===== src/rtl/tcd_pkg.sv =====
package tcd_pkg;
  parameter int CODE_W   = 4;
  parameter int DIV_W    = 6;
  parameter int REG_W    = 32;
  parameter int GATE_POS = 8;
  parameter int RST_CODE = 1;

  typedef logic [CODE_W-1:0] code_t;
  typedef logic [DIV_W-1:0]  ratio_t;

  // Ratio of the base table; zero marks a code with no ratio.
  function automatic ratio_t base_ratio(input code_t c);
    case (c)
      code_t'(1):  return ratio_t'(3);
      code_t'(2):  return ratio_t'(4);
      code_t'(3):  return ratio_t'(6);
      code_t'(4):  return ratio_t'(8);
      code_t'(5):  return ratio_t'(12);
      code_t'(6):  return ratio_t'(16);
      code_t'(7):  return ratio_t'(18);
      code_t'(8):  return ratio_t'(24);
      code_t'(10): return ratio_t'(36);
      code_t'(11): return ratio_t'(48);
      default:     return ratio_t'(0);
    endcase
  endfunction

  function automatic logic is_table_ratio(input ratio_t r);
    case (r)
      ratio_t'(2), ratio_t'(3), ratio_t'(4), ratio_t'(6), ratio_t'(8),
      ratio_t'(12), ratio_t'(16), ratio_t'(18), ratio_t'(24),
      ratio_t'(36), ratio_t'(48): return 1'b1;
      default: return 1'b0;
    endcase
  endfunction
endpackage


===== src/rtl/tcd_cfg_reg.sv =====
module tcd_cfg_reg #(
  parameter int REG_W    = tcd_pkg::REG_W,
  parameter int CODE_W   = tcd_pkg::CODE_W,
  parameter int GATE_POS = tcd_pkg::GATE_POS,
  parameter int RST_CODE = tcd_pkg::RST_CODE
) (
  input  logic              clk,
  input  logic              rst_n,
  input  logic              we,
  input  logic [REG_W-1:0]  wdata,
  output logic [CODE_W-1:0] code,
  output logic              gate_off,
  output logic [REG_W-1:0]  rdata
);
  always_ff @(posedge clk or negedge rst_n) begin
    if (!rst_n) begin
      code     <= CODE_W'(RST_CODE);
      gate_off <= 1'b0;
    end else if (we) begin
      code     <= wdata[CODE_W-1:0];
      gate_off <= wdata[GATE_POS];
    end
  end

  always_comb begin
    rdata               = '0;
    rdata[CODE_W-1:0]   = code;
    rdata[GATE_POS]     = gate_off;
  end
endmodule


===== src/rtl/tcd_ratio_lut.sv =====
module tcd_ratio_lut #(
  parameter int CODE_W    = tcd_pkg::CODE_W,
  parameter int DIV_W     = tcd_pkg::DIV_W,
  parameter bit HAS_SHORT = 1'b0
) (
  input  logic [CODE_W-1:0] code,
  output logic [DIV_W-1:0]  ratio,
  output logic              valid
);
  logic [DIV_W-1:0] base;

  always_comb base = DIV_W'(tcd_pkg::base_ratio(tcd_pkg::code_t'(code)));

  generate
    if (HAS_SHORT) begin : g_short
      always_comb begin
        if (code == '0) ratio = DIV_W'(2);
        else            ratio = base;
        valid = (ratio != '0);
      end
    end else begin : g_base
      always_comb begin
        ratio = base;
        valid = (base != '0);
      end
    end
  endgenerate
endmodule


===== src/rtl/tcd_div_core.sv =====
module tcd_div_core #(
  parameter int DIV_W     = tcd_pkg::DIV_W,
  parameter int RST_RATIO = 3
) (
  input  logic             clk,
  input  logic             rst_n,
  input  logic [DIV_W-1:0] new_ratio,
  input  logic             new_valid,
  input  logic             gate_off,
  output logic             div_clk,
  output logic [DIV_W-1:0] cnt,
  output logic [DIV_W-1:0] active,
  output logic             run
);
  logic             wrap;
  logic [DIV_W-1:0] cnt_n;
  logic [DIV_W-1:0] act_n;
  logic             run_n;
  logic             out_n;

  always_comb begin
    wrap  = (cnt == active - DIV_W'(1));
    cnt_n = wrap ? '0 : cnt + DIV_W'(1);
    act_n = (wrap && new_valid) ? new_ratio : active;
    run_n = wrap ? ~gate_off : run;
    out_n = run_n && (cnt_n < (act_n >> 1));
  end

  always_ff @(posedge clk or negedge rst_n) begin
    if (!rst_n) begin
      cnt     <= DIV_W'(RST_RATIO - 1);
      active  <= DIV_W'(RST_RATIO);
      run     <= 1'b1;
      div_clk <= 1'b0;
    end else begin
      cnt     <= cnt_n;
      active  <= act_n;
      run     <= run_n;
      div_clk <= out_n;
    end
  end
endmodule


===== src/rtl/tbl_clk_div.sv =====
module tbl_clk_div #(
  parameter int REG_W     = tcd_pkg::REG_W,
  parameter int CODE_W    = tcd_pkg::CODE_W,
  parameter int DIV_W     = tcd_pkg::DIV_W,
  parameter int GATE_POS  = tcd_pkg::GATE_POS,
  parameter int RST_CODE  = tcd_pkg::RST_CODE,
  parameter bit HAS_SHORT = 1'b0
) (
  input  logic             clk,
  input  logic             rst_n,
  input  logic             cfg_we,
  input  logic [REG_W-1:0] cfg_wdata,
  output logic [REG_W-1:0] cfg_rdata,
  output logic             div_clk
);
  localparam int RST_RATIO =
    int'(tcd_pkg::base_ratio(tcd_pkg::code_t'(RST_CODE)));

  logic [CODE_W-1:0] code;
  logic              gate_off;
  logic [DIV_W-1:0]  lut_ratio;
  logic              lut_valid;
  logic [DIV_W-1:0]  cnt_q;
  logic [DIV_W-1:0]  active_q;
  logic              run_q;

  tcd_cfg_reg #(
    .REG_W(REG_W), .CODE_W(CODE_W), .GATE_POS(GATE_POS), .RST_CODE(RST_CODE)
  ) u_cfg (
    .clk(clk), .rst_n(rst_n), .we(cfg_we), .wdata(cfg_wdata),
    .code(code), .gate_off(gate_off), .rdata(cfg_rdata)
  );

  tcd_ratio_lut #(
    .CODE_W(CODE_W), .DIV_W(DIV_W), .HAS_SHORT(HAS_SHORT)
  ) u_lut (
    .code(code), .ratio(lut_ratio), .valid(lut_valid)
  );

  tcd_div_core #(
    .DIV_W(DIV_W), .RST_RATIO(RST_RATIO)
  ) u_core (
    .clk(clk), .rst_n(rst_n), .new_ratio(lut_ratio), .new_valid(lut_valid),
    .gate_off(gate_off), .div_clk(div_clk), .cnt(cnt_q),
    .active(active_q), .run(run_q)
  );
endmodule


===== config.mk =====
export PLATFORM = sky130hd
export DESIGN_NAME = tbl_clk_div
export DESIGN_NICKNAME = d
export VERILOG_FILES = /design/src/rtl/tcd_pkg.sv /design/src/rtl/tcd_cfg_reg.sv /design/src/rtl/tcd_ratio_lut.sv /design/src/rtl/tcd_div_core.sv /design/src/rtl/tbl_clk_div.sv
export SDC_FILE = /design/constraint.sdc
export NUM_CORES = 1
export LEC_CHECK = 0
export BUFFER_PORTS_ARGS = -buffer_cell sky130_fd_sc_hd__buf_2
export CORE_MARGIN = 5
export CORE_UTILIZATION = 30
export CTS_CLUSTER_SIZE = 30
export DETAILED_ROUTE_END_ITERATION = 6
export HOLD_SLACK_MARGIN = 0.02
export PLACE_DENSITY = 0.65
export SLEW_MARGIN = 10
export SYNTH_ARGS = -nofsm -noshare
export SYNTH_HDL_FRONTEND = slang
export SYNTH_HIERARCHICAL = 1
export SYNTH_SLANG_ARGS = --single-unit

===== constraint.sdc =====
create_clock -name clk -period 4.41 [get_ports clk]
set_clock_uncertainty 0.2 [all_clocks]
set_input_delay 0.441 -clock clk [delete_from_list [all_inputs] [get_ports clk]]
set_output_delay 0.441 -clock clk [all_outputs]
set_load 0.02 [all_outputs]

==> results of run 1 <==
per-layer routing:
layer,up-vias,GRT usage
met4,0,0.0541
met2,30,0.137
met1,426,0.104
li1,462,-
met3,7,0.0102
met5,-,0
cell families after synthesis:
logic type,count (synthesis),share of synthesized area
buffers and inverters,44,0.201
multiplexers,12,0.0863
XOR/XNOR,10,0.0598
adder cells (fa/ha/maj),10,0.0854
AND/OR/NAND/NOR,31,0.142
flip-flops,19,0.329
other,1,0.00256
AO/OA/AOI/OAI,19,0.0948
path summary, 6_finish.rpt:
check                                    to  depth (start not counted)
min reg2reg                      u_core/run                          1
max reg2reg                  u_core/div_clk                         11
min in group asynchronous     u_core/cnt[4]                          2
max in group asynchronous  u_core/active[0]                          2
max                          u_core/div_clk                         11
min                           u_cfg/code[3]                          2
worst reg2reg max path, delay by kind of cell, from the launching register on:
family / cells / cell delay, ns
compound gates: 4 / 0.83
fa+ha+maj: 2 / 0.42
buf+inv: 1 / 0.09
flops: 1 / 0.37
mux: 1 / 0.33
simple gates: 3 / 1.11
power by group:
part           total [W]  leakage (nW)  internal (W)  switching [W]
Clock           0.000127        0.0217     0.0000639      0.0000634
Combinational  0.0000652         0.463     0.0000210      0.0000442
Sequential      0.000190         0.224      0.000180      0.0000107
Total           0.000383         0.708      0.000265       0.000118
metrics by stage:
step | worst slack, ns | instance area, um2 | std cells | util | total power, W
after detailed placement | 0.932 | 1460 | 218 | 0.308 | 0.000258
final | 0.943 | 1510 | 223 | 0.321 | 0.000383
after CTS | 0.920 | 1510 | 223 | 0.321 | 0.000388
after floorplan | 1.35 | 1560 | 172 | - | 0.000268
after global routing | 0.731 | 1510 | 223 | 0.321 | 0.000405
after global placement | 0.992 | 1460 | 218 | 0.308 | 0.000257
flip-flops by register name, indices dropped and copies added (netlist names):
register,count
u_cfg/gate_off,1
u_cfg/code,4
u_core/cnt,6
u_core/active,6
u_core/run,1
u_core/div_clk,1
what timing repair did:
item,in CTS,in global routing
hold endpoints to repair,14,0
endpoints found under the setup margin,0,0
hold buffers,1,0
layout make-up:
cell class | instances | area [um2] | area share
Clock buffer | 3 | 41.3 | 0.0273
Inverter | 10 | 37.5 | 0.0248
Timing Repair Buffer | 14 | 75.1 | 0.0496
Multi-Input combinational cell | 109 | 787 | 0.520
Clock inverter | 1 | 7.51 | 0.00496
Sequential cell | 19 | 482 | 0.318
Tap cell | 67 | 83.8 | 0.0554
cells in the final DEF, fill, tap and decap left out, drive strengths merged, types with 3 or more instances in the layout:
| master | Yosys | final |
|---|---|---|
| mux2 | 5 | 5 |
| nor2 | 6 | 6 |
| nor3b | 3 | 3 |
| nand3 | 3 | 3 |
| xor2 | 5 | 5 |
| xnor2 | 5 | 5 |
| dfrtp | 14 | 14 |
| mux2i | 7 | 7 |
| dfstp | 5 | 5 |
| inv | 10 | 10 |
| nand2b | 3 | 3 |
| buf | 34 | 13 |
| clkbuf | 0 | 3 |
| conb | 1 | 27 |
| ha | 10 | 10 |
| nand2 | 4 | 4 |
| o21ai | 4 | 4 |
==> impl_results.md, run 1 <==
* TritonCTS clock tree: yes
* Number of design rule violations left after detail routing at 0
* Number of nets in the layout at around 200
* Average cell area after synthesis at 10.0 um2
* Cells taking the most area after synthesis: sky130_fd_sc_hd__dfrtp_1 24%, sky130_fd_sc_hd__buf_4 16%, sky130_fd_sc_hd__dfstp_2 9.0%
* Clock Tree Root: sky130_fd_sc_hd__clkbuf_8
* Number of synthesized flops with an enable pin at 0
* Initial antenna violation count at 0
* Post-detailed-placement half-perimeter wirelength at 2.03 mm
* Type of element launching the critical path: register
* Buffers inserted by post-CTS timing repair at 0
* Die height at 79.9 um
* Period utilisation layout at 0.786
* Clock latency of the later-clocked register in the worst-skew pair at around 0.26 ns
* Shortest clock period the worst path allows after layout at 3.47 ns
* Final-report hold violation count at 0
* Post-synthesis async set-or-reset flop share at 1.00
* Gr usage total at 0.0844
* Number of DRC markers in iteration 0 at 17
* Kind of cell with the highest combined delay on the critical path: simple AND/OR/NAND/NOR gates
* Final wirelength at roughly 2.5 mm
* Synth Cell Area at approximately 1500 um2
* R2R setup slack at about 0.94 ns
* Amount of wire on met2 after detailed routing at 1.20 mm
* Antenna Cells at 0
* Total CTS buffers at 3
* Origin of the critical flop-to-flop path: u_core/active[1]
* Initial core utilization at 0.310
* Proportion of netlist area held by the largest area contributor at 0.239
* Fin. max-slew vios at 0
* Element type at the critical path end: register
* Routed wirelength normalized by instance count at 11.2 um
* Setup repair after global routing missed its margin: no
* Share of layout cells above drive strength 1 at 0.212
* First-pass GRT wire length at 4.19 mm
* Synthesized instance count at 146
* Synthesis-to-layout area growth at 3.33%
* Filler Cells Inserted at 493
* Part of the Yosys area used for sequential elements at 0.329
* Leakage power at 0.708 nW
* List of cells traversed by the critical path: inv_1 > ha_1 > or3b_1 > a211oi_2 > nand4_2 > nor3_4 > mux2i_1 > ha_1 > o2111a_1 > o21ai_0 > o311a_1
* Yosys cell types at 39
* Count of endpoints failing setup in the final report at 0
* Core Region at between 4000 and 5000 um2
* Max frequency at 0.288 GHz
* Number of top-level pins at 68
* Critical path's slowest cell: sky130_fd_sc_hd__nor3_4
* Number of nets still failing antenna checks after routing at 0
* Count of max-cap constraint violations at 0
* Routed length on met3 at 151 um
* Prevailing post-synth register cell: sky130_fd_sc_hd__dfrtp_1
* Warnings, synthesis at 6
* Ratio of total power to cell area at 253 nW/um2
* Endpoint required time on the critical path at 4.36 ns
* Biggest area consumer among synthesized cells: sky130_fd_sc_hd__dfrtp_1
* Cell repeated most along the worst path: sky130_fd_sc_hd__ha_1
* Fin Hold WS at 0.203 ns
* Setup TNS Final at 0 ns
* Number of flip-flops and latches in the synthesized netlist at 19
* Largest vdd supply drop at around 180 uV
* Arr. time, crit path at 3.42 ns
* Worst min path class: in -> reg
* Routability congestion estimate from global placement at approximately 0.76
* Result of the run: finished clean
* Worst path max stage delay at 0.49 ns
* Detailed-route via count at about 930
* Die Outline Area at 6380 um2
* Top Layer Used: met4
* Bufs and invs on worst path at 1
* Die width at approximately 80 um
* Most common cell in the synthesized netlist: sky130_fd_sc_hd__buf_4
* Number of rows in the core area at 25
* Number of port buffers at 13
* Remaining global-route overflow at 0
* Deepest clock path buffer count at 2
* Sum of routed wire segments on met1 at 1.07 mm
* Number of sinks driven by the clock tree at 19
* Worst setup path class: reg -> reg
* Via count of the first global-routing pass at 936
* H-Tree Level Count at 1
* Ranking of synthesized cells by instance count: 32 x sky130_fd_sc_hd__buf_4, 14 x sky130_fd_sc_hd__dfrtp_1, 10 x sky130_fd_sc_hd__ha_1, 10 x sky130_fd_sc_hd__inv_1, 7 x sky130_fd_sc_hd__mux2i_1
* Number of vias per cell after detailed routing at 4.15
* Min-delay src: cfg_wdata[3]
* Pin count of the biggest net entering global routing at 20
* Resized cells post-CTS at 0
* Clock input transition at the sequential cells of the worst setup and hold paths at 0.08 ns
* Detailed-router iteration count before antenna repair at 4
* CP max FO at 10
* Start point of the critical path: u_core/active[1]
No activity file was read; power rests on OpenSTA's default activity.
==> run 2: changes to the inputs <==
Settings changed: PLACE_DENSITY 0.65 to 0.67.
Clock period 4.41 ns to 2.93 ns, I/O delays scaled along.
==> impl_results.md, run 2 (synthesis results as in run 1) <==
* Initial antenna violation count at 0 (unchanged)
* Number of vias per cell after detailed routing at 4.11 (-0.80%)
* Count of max-cap constraint violations at 0 (unchanged)
* Number of DRC markers in iteration 0 at 25 (+8)
* Number of port buffers at 13 (unchanged)
* Clock latency of the later-clocked register in the worst-skew pair at 0.27 ns (about the same)
* Antenna Cells at 0 (unchanged)
* Routed wirelength normalized by instance count at 11.3 um (+1.2%)
* Number of rows in the core area at 25 (unchanged)
* Worst setup slack after placement at -0.270 ns (-1.20 ns)
* Number of nets in the layout at 232 (+15%)
* Fin Hold WS at 0.0545 ns (-0.148 ns)
* Endpoint of the lowest-slack register-to-register path: u_core/div_clk
* Deepest clock path buffer count at 2 (unchanged)
* Critical path's slowest cell: sky130_fd_sc_hd__dfstp_2
* Routability congestion estimate from global placement at 0.761 (+0.25%)
* Commonest non-fill, non-tap cells in the layout: 29 x sky130_fd_sc_hd__buf_4, 27 x sky130_fd_sc_hd__conb_1, 14 x sky130_fd_sc_hd__dfrtp_1
* Detailed-router iteration count before antenna repair at 4 (unchanged)
* Pin count of the biggest net entering global routing at 20 (unchanged)
* Detailed-route via count at 1041 (+13%)
* Most frequent standard cell in the layout excluding fill and tap cells: sky130_fd_sc_hd__buf_4
* Die width at 79.9 um (unchanged)
* Die Outline Area at 6380 um2 (unchanged)
* Worst min path class: in -> reg
* Core Region at 4720 um2 (unchanged)
* Die height at 79.9 um (unchanged)
* List of cells traversed by the critical path: inv_2 > ha_4 > or3b_4 > a211oi_2 > nand4_2 > nor3_4 > buf_12 > mux2i_4 > ha_2 > o2111a_1 > o21ai_1 > o311a_1
* Shortest clock period the worst path allows after layout at 3.02 ns (-0.442 ns)
* R2R setup slack at -0.09 ns (-1.04 ns)
* Endpoint required time on the critical path at 2.88 ns (-1.48 ns)
* H-Tree Level Count at 1 (unchanged)
* TritonCTS clock tree: yes
* Worst setup margin at -0.0943 ns (-1.04 ns)
* Worst R2R Path Depth at 12 (+1)
* Count of cells along the worst hold path at 2 (unchanged)
* Final-report hold violation count at 0 (unchanged)
* Worst path max stage delay at 0.38 ns (-0.11 ns)
* Leakage power at 0.899 nW (+27%)
* Worst setup path class: reg -> reg
* Synthesis-to-layout area growth at 23.5%
* Final wirelength at 2.87 mm (+15%)
* Number of sinks driven by the clock tree at 19 (unchanged)
* Ratio of total power to cell area at 333 nW/um2 (+32%)
* Clock Tree Root: sky130_fd_sc_hd__clkbuf_8
* Setup repair after global routing missed its margin: yes
* Number of nets still failing antenna checks after routing at 0 (unchanged)
* First-pass GRT wire length at 4.82 mm (+15%)
* Period utilisation layout at 1.03 (+0.246)
* Max frequency at 0.331 GHz (+15%)
* Post-placement cell area at 1670 um2 (+15%)
* Share of layout cells above drive strength 1 at 0.403 (+0.192)
* Element type at the critical path end: register
* Violations in the final reports: setup timing
* Initial core utilization at 0.310 (unchanged)
* Type of element launching the critical path: register
* Clock input transition at the sequential cells of the worst setup and hold paths at 0.08 ns (about the same)
* Via count of the first global-routing pass at 1071 (+14%)
* Largest vdd supply drop at 278 uV (+58%)
* Total CTS buffers at 3 (unchanged)
* Origin of the critical flop-to-flop path: u_core/active[1]
* Fin. max-slew vios at 0 (unchanged)
* Overall power of the completed layout at 0.000603 W (+58%)
* Result of the run: finished with violations
* CP max FO at 8 (-2)
* Capture endpoint of the worst hold path: u_cfg/code[3]
* Gr usage total at 0.0980 (+0.0135)
* Design Area, Final at 1810 um2 (+20%)
* Arr. time, crit path at 2.98 ns (-0.44 ns)
* Registers with the most flip-flops: u_core/active: 6 flops, u_core/cnt: 6 flops, u_cfg/code: 4 flops
* Number of design rule violations left after detail routing at 0 (unchanged)
* Count of endpoints failing setup in the final report at 1 (+1)
* Number of top-level pins at 68 (unchanged)
* Min-delay src: cfg_wdata[3]
* Remaining global-route overflow at 0 (unchanged)
* Post-detailed-placement half-perimeter wirelength at 2.18 mm (+7.3%)
==> run 2: layer usage <==
layer	vias to the layer above	track usage	share of wire
met1	479	0.115	0.42
met4	0	0.0456	0.018
met5	-	0	0
met3	5	0.0135	0.059
li1	525	-	-
met2	32	0.174	0.50
==> run 2: report_power, final <==
part / internal [W] / switching, W / total [W]
combinational: 0.0000480 / 0.0000822 / 0.000130
clock: 0.0000962 / 0.0000987 / 0.000195
sequential: 0.000270 / 0.00000807 / 0.000278
total: 0.000414 / 0.000189 / 0.000603
==> run 2: through the flow <==
step                      cells  setup TNS (ns)  utilization
after floorplan             172          -0.112            -
after global placement      243          -0.213        0.354
after detailed placement    243          -0.270        0.354
after CTS                   253         -0.0747        0.381
after global routing        253          -0.223        0.383
final                       253         -0.0943        0.383
==> run 2: worst max path at each step <==
stage	endpoint	from	cells after the start
finish	u_core/div_clk	u_core/active[1]	12
global placement	u_core/div_clk	u_core/active[1]	12
detailed placement	u_core/div_clk	u_core/active[0]	12
CTS	u_core/div_clk	u_core/active[1]	12
floorplan	u_core/div_clk	u_core/active[1]	11
global route	u_core/div_clk	u_core/active[1]	13
==> run 2: layout make-up <==
class | instances | area (um2)
inverters | 10 | 37.5
clock inverters | 1 | 7.51
multi-input cells | 109 | 845
clock buffers | 3 | 41.3
fillers | 458 | 2910
repair buffers | 44 | 313
flip-flops and latches | 19 | 482
well taps | 67 | 83.8
==> run 2: worst max-delay path: cells and delay by family, from the launching register on <==
family                   cells  cell delay (ns)
AO/OA/AOI/OAI                4             0.74
adder cells (fa/ha/maj)      2             0.36
buffers and inverters        2             0.23
flip-flops                   1             0.38
multiplexers                 1             0.25
AND/OR/NAND/NOR              3             0.75
==> run 2: what timing repair did <==
item	in CTS	in global routing
hold buffers	1	0
hold endpoints to repair	14	0
pin swaps	6	2
setup endpoints to repair	1	1
gates resized for setup	7	2
buffers inserted	5	0
